## src/rtl/ssm_pkg.sv

```systemverilog
package ssm_pkg;

  // Integer division with round-half-up.
  function automatic longint div_round(longint n, longint d);
    return (n + d / 2) / d;
  endfunction

  // Nominal divide ratio F/REF in fixed point with fw fraction bits.
  function automatic longint ratio_fx(longint f, longint rf, int fw);
    return div_round(f << fw, rf);
  endfunction

  // Steps per half sweep.
  function automatic int half_len(longint rf, longint md);
    return int'(div_round(rf, md) / 2);
  endfunction

  // Rising-slope index used as the post-reset starting point.
  function automatic int start_k(int h);
    return (h - 1) / 2;
  endfunction

  function automatic longint start_off(longint amp, int h);
    longint q, r, k;
    q = (2 * amp) / h;
    r = (2 * amp) % h;
    k = longint'(start_k(h));
    return -amp + k * q + (k * r) / h;
  endfunction

  function automatic longint start_acc(longint amp, int h);
    longint r, k;
    r = (2 * amp) % h;
    k = longint'(start_k(h));
    return (k * r) % h;
  endfunction

endpackage

```

## src/rtl/ssm_phase.sv

```systemverilog
module ssm_phase #(
  parameter int HALF = 179,
  parameter int KW   = $clog2(2 * HALF)
) (
  input  logic          clk,
  input  logic          rst,
  input  logic          adv,
  output logic [KW-1:0] k_nx,
  output logic          wrap_nx
);
  localparam logic [KW-1:0] LAST_K  = KW'(2 * HALF - 1);
  localparam logic [KW-1:0] START_K = KW'(ssm_pkg::start_k(HALF));

  logic [KW-1:0] k_q;

  always_comb begin
    wrap_nx = adv && (k_q == LAST_K);
    if (!adv)        k_nx = k_q;
    else if (wrap_nx) k_nx = '0;
    else             k_nx = k_q + 1'b1;
  end

  always_ff @(posedge clk) begin
    if (rst) k_q <= START_K;
    else     k_q <= k_nx;
  end

  assert_phase_range_R3: assert property (@(posedge clk) disable iff (rst)
    k_q <= LAST_K);
  assert_phase_wrap_R3: assert property (@(posedge clk) disable iff (rst)
    (adv && k_q == LAST_K) |=> (k_q == '0));
  assert_phase_hold_R8: assert property (@(posedge clk) disable iff (rst)
    !adv |=> $stable(k_q));

endmodule

```

## src/rtl/ssm_tri_dda.sv

```systemverilog
module ssm_tri_dda #(
  parameter int     HALF = 179,
  parameter int     KW   = $clog2(2 * HALF),
  parameter int     OW   = 32,
  parameter longint AMP0 = 1406080,
  parameter longint AMP1 = 1406080
) (
  input  logic                 clk,
  input  logic                 rst,
  input  logic                 adv,
  input  logic [KW-1:0]        k_nx,
  input  logic                 sel,
  input  logic                 sel_rst,
  output logic signed [OW-1:0] off_nx
);
  localparam logic [KW-1:0] HALF_K = KW'(HALF);
  localparam logic signed [OW-1:0] AMP_V [2] = '{OW'(AMP0), OW'(AMP1)};
  localparam logic signed [OW-1:0] Q_V   [2] = '{OW'((2 * AMP0) / HALF), OW'((2 * AMP1) / HALF)};
  localparam logic [KW-1:0]        R_V   [2] = '{KW'((2 * AMP0) % HALF), KW'((2 * AMP1) % HALF)};
  localparam logic signed [OW-1:0] OFF0_V[2] = '{OW'(ssm_pkg::start_off(AMP0, HALF)),
                                               OW'(ssm_pkg::start_off(AMP1, HALF))};
  localparam logic [KW-1:0]        ACC0_V[2] = '{KW'(ssm_pkg::start_acc(AMP0, HALF)),
                                               KW'(ssm_pkg::start_acc(AMP1, HALF))};
  localparam logic signed [OW-1:0] AMP_MAX = (AMP0 > AMP1) ? OW'(AMP0) : OW'(AMP1);

  logic signed [OW-1:0] off_q;
  logic [KW-1:0]        acc_q, acc_nx, acc_step;
  logic [KW:0]          sum_w;
  logic                 carry;
  logic signed [OW-1:0] delta;

  always_comb begin
    sum_w    = {1'b0, acc_q} + {1'b0, R_V[sel]};
    carry    = (sum_w >= {1'b0, HALF_K});
    acc_step = carry ? KW'(sum_w - {1'b0, HALF_K}) : sum_w[KW-1:0];
    delta    = Q_V[sel] + OW'(carry);
    off_nx   = off_q;
    acc_nx   = acc_q;
    if (adv) begin
      if (k_nx == '0) begin
        off_nx = -AMP_V[sel];
        acc_nx = '0;
      end else if (k_nx == HALF_K) begin
        off_nx = AMP_V[sel];
        acc_nx = '0;
      end else if (k_nx < HALF_K) begin
        off_nx = off_q + delta;
        acc_nx = acc_step;
      end else begin
        off_nx = off_q - delta;
        acc_nx = acc_step;
      end
    end
  end

  always_ff @(posedge clk) begin
    if (rst) begin
      off_q <= OFF0_V[sel_rst];
      acc_q <= ACC0_V[sel_rst];
    end else begin
      off_q <= off_nx;
      acc_q <= acc_nx;
    end
  end

  assert_offset_bound_R2: assert property (@(posedge clk) disable iff (rst)
    (off_q <= AMP_MAX) && (off_q >= -AMP_MAX));
  assert_rise_step_R4: assert property (@(posedge clk) disable iff (rst)
    (adv && k_nx != '0 && k_nx < HALF_K) |=> (off_q > $past(off_q)));
  assert_fall_step_R4: assert property (@(posedge clk) disable iff (rst)
    (adv && k_nx > HALF_K) |=> (off_q < $past(off_q)));
  assert_acc_range_R4: assert property (@(posedge clk) disable iff (rst)
    acc_q < HALF_K);

endmodule

```

## src/rtl/ssm_channel.sv

```systemverilog
module ssm_channel #(
  parameter int     INT_W      = 8,
  parameter int     FRAC_W     = 24,
  parameter longint REF_HZ     = 14318180,
  parameter longint MOD_HZ     = 40000,
  parameter longint F0_HZ      = 72000000,
  parameter longint F1_HZ      = 48000000,
  parameter int     SPREAD_DIV = 100
) (
  input  logic              clk,
  input  logic              rst,
  input  logic              en,
  input  logic              sel,
  output logic [INT_W-1:0]  div_int,
  output logic [FRAC_W-1:0] div_frac
);
  localparam int     DW   = INT_W + FRAC_W;
  localparam int     HALF = ssm_pkg::half_len(REF_HZ, MOD_HZ);
  localparam int     KW   = $clog2(2 * HALF);
  localparam longint NOM0 = ssm_pkg::ratio_fx(F0_HZ, REF_HZ, FRAC_W);
  localparam longint NOM1 = ssm_pkg::ratio_fx(F1_HZ, REF_HZ, FRAC_W);
  localparam longint AMP0 = ssm_pkg::div_round(NOM0, SPREAD_DIV);
  localparam longint AMP1 = ssm_pkg::div_round(NOM1, SPREAD_DIV);
  localparam logic [DW-1:0] NOM_V [2] = '{DW'(NOM0), DW'(NOM1)};
  localparam logic [DW-1:0] VAL0_V[2] = '{DW'(NOM0 + ssm_pkg::start_off(AMP0, HALF)),
                                         DW'(NOM1 + ssm_pkg::start_off(AMP1, HALF))};

  logic                 asel_q, asel_nx;
  logic [KW-1:0]        k_nx;
  logic                 wrap_nx;
  logic signed [DW-1:0] off_nx;
  logic [DW-1:0]        val_q, val_nx;

  ssm_phase #(.HALF(HALF), .KW(KW)) u_phase (
    .clk(clk), .rst(rst), .adv(en), .k_nx(k_nx), .wrap_nx(wrap_nx)
  );

  assign asel_nx = wrap_nx ? sel : asel_q;

  ssm_tri_dda #(.HALF(HALF), .KW(KW), .OW(DW), .AMP0(AMP0), .AMP1(AMP1)) u_dda (
    .clk(clk), .rst(rst), .adv(en), .k_nx(k_nx), .sel(asel_nx),
    .sel_rst(sel), .off_nx(off_nx)
  );

  assign val_nx = NOM_V[asel_nx] + $unsigned(off_nx);

  always_ff @(posedge clk) begin
    if (rst) begin
      asel_q <= sel;
      val_q  <= VAL0_V[sel];
    end else begin
      asel_q <= asel_nx;
      val_q  <= val_nx;
    end
  end

  assign div_int  = val_q[DW-1:FRAC_W];
  assign div_frac = val_q[FRAC_W-1:0];

  assert_hold_when_off_R8: assert property (@(posedge clk) disable iff (rst)
    !en |=> $stable(val_q));
  assert_sel_at_wrap_R9: assert property (@(posedge clk) disable iff (rst)
    !wrap_nx |=> $stable(asel_q));

endmodule

```

## src/rtl/spread_mod_gen.sv

```systemverilog
module spread_mod_gen #(
  parameter int     INT_W       = 8,
  parameter int     FRAC_W      = 24,
  parameter longint REF_HZ      = 14318180,
  parameter longint MOD_HZ      = 40000,
  parameter longint MAIN_HZ     = 120000000,
  parameter longint AUX_SEL0_HZ = 72000000,
  parameter longint AUX_SEL1_HZ = 48000000,
  parameter int     SPREAD_DIV  = 100
) (
  input  logic              clk,
  input  logic              rst,
  input  logic              ch2_en,
  input  logic              ch2_sel,
  output logic [INT_W-1:0]  ch1_int,
  output logic [FRAC_W-1:0] ch1_frac,
  output logic [INT_W-1:0]  ch2_int,
  output logic [FRAC_W-1:0] ch2_frac
);

  ssm_channel #(
    .INT_W(INT_W), .FRAC_W(FRAC_W), .REF_HZ(REF_HZ), .MOD_HZ(MOD_HZ),
    .F0_HZ(MAIN_HZ), .F1_HZ(MAIN_HZ), .SPREAD_DIV(SPREAD_DIV)
  ) u_main (
    .clk(clk), .rst(rst), .en(1'b1), .sel(1'b0),
    .div_int(ch1_int), .div_frac(ch1_frac)
  );

  ssm_channel #(
    .INT_W(INT_W), .FRAC_W(FRAC_W), .REF_HZ(REF_HZ), .MOD_HZ(MOD_HZ),
    .F0_HZ(AUX_SEL0_HZ), .F1_HZ(AUX_SEL1_HZ), .SPREAD_DIV(SPREAD_DIV)
  ) u_aux (
    .clk(clk), .rst(rst), .en(ch2_en), .sel(ch2_sel),
    .div_int(ch2_int), .div_frac(ch2_frac)
  );

endmodule

```

## config.mk

```make
export PLATFORM = sky130hd
export DESIGN_NAME = spread_mod_gen
export DESIGN_NICKNAME = d
export VERILOG_FILES = /design/src/rtl/ssm_pkg.sv /design/src/rtl/ssm_phase.sv /design/src/rtl/ssm_tri_dda.sv /design/src/rtl/ssm_channel.sv /design/src/rtl/spread_mod_gen.sv
export SDC_FILE = /design/constraint.sdc
export NUM_CORES = 1
export LEC_CHECK = 0
export ABC_AREA = 0
export BUFFER_PORTS_ARGS = -buffer_cell sky130_fd_sc_hd__buf_2
export CAP_MARGIN = 20
export CORE_ASPECT_RATIO = 1.75
export CORE_MARGIN = 2
export CORE_UTILIZATION = 35
export DETAILED_ROUTE_END_ITERATION = 10
export PLACE_DENSITY = 0.56
export SYNTH_ARGS = -nofsm -noshare
export SYNTH_HDL_FRONTEND = slang
export SYNTH_HIERARCHICAL = 1
export SYNTH_SLANG_ARGS = --single-unit
```

## constraint.sdc

```tcl
create_clock -name clk -period 11.9 [get_ports clk]
set_input_delay 3.57 -clock clk [delete_from_list [all_inputs] [get_ports clk]]
set_output_delay 3.57 -clock clk [all_outputs]
set_load 0.05 [all_outputs]
```

==> metrics.md, run 1 <==
| Metric | Value |
|---|---|
| Syn Inst Count | `1,532` |
| HPWL after DPL | `28.46 mm` |
| Setup TNS | `0 ps` |
| Setup Buffers After CTS | `0` |
| Drt first pass iters | `5` |
| Sink Count | `165` |
| Port bufs | `67` |
| Fillers | `3,699` |
| Cts repair resizes | `0` |
| Cts bufs inserted | `17` |
| Crit-path max cell delay | `570 ps` |
| Iteration-0 DRC Markers | `397` |
| Non-filler cells, final | `2,057` |
| CP Capture Type | `flop` |
| Fin crit share | `0.9201` |
| CTS max path bufs | `2` |
| Vias in the first global route | `11,730` |
| Worst R2R End | `u_aux/val_q[31]` |
| Starting Density | `0.3535` |
| Hold Crit Start | `u_aux/u_dda/off_q[18]` |
| Hold path cells | `2` |
| Outcome | `completed` |
| Area of the multi-input gates | `8496 µm²` |
| Via density | `5.582` |
| Seq. cell area | `3483 µm²` |
| PwrDens | `233.2 nW/µm²` |
| Critical Path RT | `12,240 ps` |
| Largest net degree at the start of global routing | `47` |
| Kind of cell adding the most delay to the critical path | `simple AND/OR/NAND/NOR gates` |
| Worst slew pin tran | `998.1 ps` |
| DRC | `0` |
| Routed vias | `11,480` |
| Setup-failing EPs final | `0` |
| CP Data Arrival Time | `11,290 ps` |
| Hold Path Sink | `u_aux/u_dda/off_q[18]` |
| I/O pin count | `68` |
| Worst Clk Skew | `18.98 ps` |
| Reg clk slew, reported paths | `70 ps` |
| WL/cell | `17.87 µm` |
| Worst-path maximum fanout | `21` |
| Antenna diodes | `0` |
| Critical-path top delay cell | `mux2_2` |
| Pwr Total | `3.216 mW` |
| Final ANT Viol Nets | `0` |
| Synth-to-layout area growth | `11.23%` |
| RSZ-0062 raised after global routing | `false` |
| Min cycle time layout | `10,950 ps` |
| Leakage power | `5.857 nW` |
| Fmax | `91.33 MHz` |
| Die ar. | `37,000 µm²` |
| Max cap viols | `0` |
| Rows | `91` |
| Buf/Inv on CP | `3` |
| Layout cells sized above 1 | `0.1137` |
| Syn Area/Cell | `8.093 µm²` |
| Fin. Hold Viols | `0` |
| Die Ht | `253.0 µm` |
| CTS Root Buffer Type | `clkbuf_16` |
| Nets | `1,676` |
| Rel. slew slack | `0.3276` |
| WS Path Type | `in2reg` |
| Drt total wl | `36.77 mm` |
| Most used cell, CP | `ha_1` |
| GPL Wtd Cong | `0.8951` |
| Cell Area, Synth | `12,400 µm²` |
| Grt ovf | `0` |
| Global-route wire length before repair | `58.57 mm` |
| RR Startpoint | `u_aux/u_phase/k_q[0]` |
| VDD IR-drop max | `127.2 µV` |
| Gr usage total | `0.1980` |
| Yosys warnings | `6` |
| Worst setup SP type | `primary input` |
| TritonCTS clock tree | `built` |
| Final Slew Violations | `0` |
| Cts hold-fix bufs | `0` |
| R2R depth | `34` |
| Die width | `146.3 µm` |
| Worst R2R Setup Slack | `3470 ps` |
| Placed Instances | `2,025` |
| Min-delay worst type | `reg2reg` |
| Clock Latency Late Sink | `450 ps` |
| H-tree Lvls | `4` |
| Core area | `35,070 µm²` |
| Initial antenna violation count | `0` |
[final cells by class]
type | instances | share of cell area
Multi-Input combinational cell | 1260 | 0.6160
Sequential cell | 165 | 0.2526
Tap cell | 465 | 0.04219
Clock buffer | 18 | 0.03112
Timing Repair Buffer | 78 | 0.03048
Inverter | 57 | 0.01551
Clock inverter | 14 | 0.01207
[placed cells by master (no fill, tap or decap), types with 17 or more instances in the layout]
cell type / n
nand2_1: 149
dfxtp_1: 147
a21oi_1: 139
nor2_1: 126
o21ai_0: 97
ha_1: 91
buf_2: 66
xnor2_1: 66
inv_1: 56
xor2_1: 48
a21o_1: 43
nand2b_1: 39
nand3_1: 38
nor2b_1: 30
o211ai_1: 24
nand4_1: 23
nor3_1: 22
o21a_1: 19
o21ai_1: 18
or2_2: 18
edfxtp_1: 18
clkbuf_16: 17
a21boi_0: 17
[metal layers]
layer,GRT usage,routed length (µm)
met4,0.1307,2267
met5,0,0
met2,0.3991,20700
met3,0.02486,913
met1,0.1822,12890
[report_power, final]
group | leakage [nW] | internal [mW] | switching [mW] | total (mW)
registers | 1.41 | 0.719 | 0.0759 | 0.795
logic | 4.16 | 0.673 | 1.17 | 1.85
clock network | 0.291 | 0.315 | 0.260 | 0.575
total | 5.86 | 1.71 | 1.51 | 3.22
[flip-flops by register name, indices dropped and copies added, names as in the netlist]
signal and cells:
u_aux/val_q 32, u_aux/asel_q 1, u_aux/u_phase/k_q 9, u_main/u_dda/acc_q 9
u_main/u_phase/k_q 9, u_aux/u_dda/off_q 32, u_main/val_q 32, u_main/u_dda/off_q 32
u_aux/u_dda/acc_q 9
[how the worst max path moves through the flow]
stage	slack, ps	depth (start not counted)	end	from
after floorplan	1330	38	u_aux/val_q[31]	ch2_en
after global placement	680	34	u_aux/val_q[31]	ch2_en
after detailed placement	500	34	u_aux/val_q[31]	ch2_en
after CTS	900	34	u_aux/val_q[31]	ch2_en
after global routing	270	34	u_aux/val_q[31]	ch2_en
final	950	34	u_aux/val_q[31]	ch2_en
[through the flow]
stage | worst slack [ps] | hold slack [ps] | area [µm²] | util
after floorplan | 1329 | 450.7 | 12400 | -
after global placement | 681.6 | 492.6 | 13200 | 0.3763
after detailed placement | 504.2 | 506.3 | 13200 | 0.3763
after CTS | 901.0 | 517.8 | 13790 | 0.3933
after global routing | 265.1 | 532.9 | 13790 | 0.3933
final | 950.8 | 515.7 | 13790 | 0.3933
[worst reg2reg max path: cells and delay by family, from the launching register on]
kind | cells | cell delay, ps
and+or+nand+nor | 13 | 2840
AOI/OAI and AO/OA | 10 | 2150
adders and majority gates | 6 | 1650
muxes | 2 | 870
DFF | 1 | 440
buffers and inverters | 2 | 240
xor gates and xnor gates | 1 | 130
No activity file was read; power rests on OpenSTA's default activity.
==> run 2: changes to the inputs <==
--- a/config.mk
+++ b/config.mk
@@ -9,10 +9,11 @@
 export BUFFER_PORTS_ARGS = -buffer_cell sky130_fd_sc_hd__buf_2
 export CAP_MARGIN = 20
 export CORE_ASPECT_RATIO = 1.75
-export CORE_MARGIN = 2
+export CORE_MARGIN = 4
 export CORE_UTILIZATION = 35
 export DETAILED_ROUTE_END_ITERATION = 10
 export PLACE_DENSITY = 0.56
+export RECOVER_POWER = 25
 export SYNTH_ARGS = -nofsm -noshare
 export SYNTH_HDL_FRONTEND = slang
 export SYNTH_HIERARCHICAL = 1
==> run 2 against run 1 <==
  * The flow now finishes with violations (max-capacitance violations, max-slew violations)
  * Clock-buffer cell count rose by 1
  * Non-clock buffer count unchanged
  * Sequential cell count did not move
  * Sequential share of layout area rose by 0.087 points
  * First-iteration DRC count rose by 22%
  * Sequential power is essentially flat
  * Maximum frequency fell by 0.62%
  * Clock skew fell by 4.8 ps
==> metrics.md, run 2 (synthesized netlist as in run 1, its figures left out) <==
| Metric | Value |
|---|---|
| Outcome | `finished, violations left` |
| Failing checks | `max-capacitance violations, max-slew violations` |
| Commonest non-fill, non-tap cells in the layout | `149 x nand2_1, 147 x dfxtp_1, 139 x a21oi_1, 126 x nor2_1, 97 x o21ai_0` |
| Die width | `150.3 µm` |
| Setup-failing EPs final | `0` |
| GRT Max-Usage Layer | `met2` |
| Die Ht | `257.0 µm` |
| Cts hold-fix bufs | `0` |
| Crit-path max cell delay | `600 ps` |
| HPWL after DPL | `28.53 mm` |
| Routed vias | `11,470` |
| Nets | `1,676` |
| GR Layer Usage met1 | `0.1758` |
| CTS max path bufs | `2` |
| Placement Setup Slack | `426.3 ps` |
| Worst setup margin | `882.4 ps` |
| Core area | `35,070 µm²` |
| Critical Path RT | `12,240 ps` |
| Worst setup SP type | `primary input` |
| Min cycle time layout | `11,020 ps` |
| Via density | `5.578` |
| Fillers | `3,700` |
| Finished Core Util | `0.3919` |
| Sink Count | `165` |
| Iteration-0 DRC Markers | `486` |
| Setup Buffers After CTS | `0` |
| I/O pin count | `68` |
| Rows | `91` |
| CP Data Arrival Time | `11,360 ps` |
| Area of the multi-input gates | `8496 µm²` |
| Port bufs | `67` |
| Max cap viols | `1` |
| Rel. slew slack | `-1.062` |
| VDD IR-drop max | `139.8 µV` |
| Synth-to-layout area growth | `10.85%` |
| GPL Wtd Cong | `0.9133` |
| WL/cell | `17.93 µm` |
| Fmax | `90.76 MHz` |
| RSZ-0062 raised after global routing | `false` |
| Worst Clk Skew | `14.20 ps` |
| PwrDens | `233.3 nW/µm²` |
| DRC | `0` |
| Leakage power | `5.705 nW` |
| Starting Density | `0.3535` |
| Die ar. | `38,620 µm²` |
| Fin. Hold Viols | `0` |
| TritonCTS clock tree | `built` |
| Setup TNS | `0 ps` |
| Clock Latency Late Sink | `450 ps` |
| Seq. cell area | `3483 µm²` |
| Min-delay worst type | `reg2reg` |
| Placed Instances | `2,025` |
| Vias in the first global route | `11,660` |
| Cell area after layout | `13,740 µm²` |
| Layout cells sized above 1 | `0.07915` |
| Final Slew Violations | `71` |
| Reg clk slew, reported paths | `80 ps` |
| DP Area | `13,200 µm²` |
| Worst slew pin tran | `3094 ps` |
| Most common cell after layout, fill and taps aside | `nand2_1` |
| Grt ovf | `0` |
| M3 GR Usage | `0.02643` |
| WS Path Type | `in2reg` |
| CTS Root Buffer Type | `clkbuf_16` |
| Pwr Total | `3.206 mW` |
| Initial antenna violation count | `0` |
| Gr usage total | `0.1900` |
| WHS | `521.0 ps` |
| Critical-path top delay cell | `mux2_2` |
| Cts bufs inserted | `17` |
| Antenna diodes | `0` |
| CP Capture Type | `flop` |
| Worst-path maximum fanout | `21` |
| Largest net degree at the start of global routing | `71` |
| H-tree Lvls | `4` |
| Non-filler cells, final | `2,057` |
| Drt total wl | `36.88 mm` |
| Grt met2 use | `0.3751` |
| Cts repair resizes | `0` |
| Fin crit share | `0.9259` |
| Global-route wire length before repair | `58.40 mm` |
| Drt first pass iters | `5` |
| Final ANT Viol Nets | `0` |
## run 2: cell count changes in the layout (fill, tap and decap cells not counted)
cell	change
buf_2	-55
buf_4	-1
bufinv_16	-1
clkbuf_1	+55
clkbuf_16	+1
clkbuf_8	+1
clkinv_2	-2
clkinv_4	-1
clkinv_8	+1
inv_8	+2
## run 2: final cells by class
type	count	share of cell area
repair buffers	78	0.02531
inverters	57	0.01557
clock inverters	13	0.01138
clock buffers	19	0.03378
multi-input cells	1260	0.6182
well taps	465	0.04233
flip-flops and latches	165	0.2535
## run 2: worst paths after layout
check | from | endpoint | slack (ps) | depth (start not counted)
worst max-delay path | ch2_en | u_aux/val_q[28] | 880 | 34
worst min-delay path | u_aux/u_dda/off_q[18] | u_aux/u_dda/off_q[18] | 520 | 2
worst max register to register | u_aux/u_phase/k_q[0] | u_aux/val_q[28] | 3430 | 34
worst min register to register | u_aux/u_dda/off_q[18] | u_aux/u_dda/off_q[18] | 520 | 2
## run 2: power by group
part           leakage, nW  switching [mW]  total (mW)  internal [mW]
Clock                0.302           0.265       0.582          0.318
Combinational         3.99            1.17        1.83          0.657
Sequential            1.41          0.0779       0.797          0.720
## run 2: worst max-delay path, delay by kind of cell
kind	cells	cell delay (ps)
mux	2	940
compound gates	12	2440
fa+ha+maj	5	1630
simple gates	11	2260
xor+xnor	1	180
buf+inv	3	320
## run 2: metal layers
| layer | up-vias | routed length (µm) |
|---|---|---|
| li1 | 5673 | - |
| met1 | 5442 | 13060 |
| met2 | 248 | 20560 |
| met3 | 110 | 945 |
| met4 | 0 | 2308 |
| met5 | - | 0 |
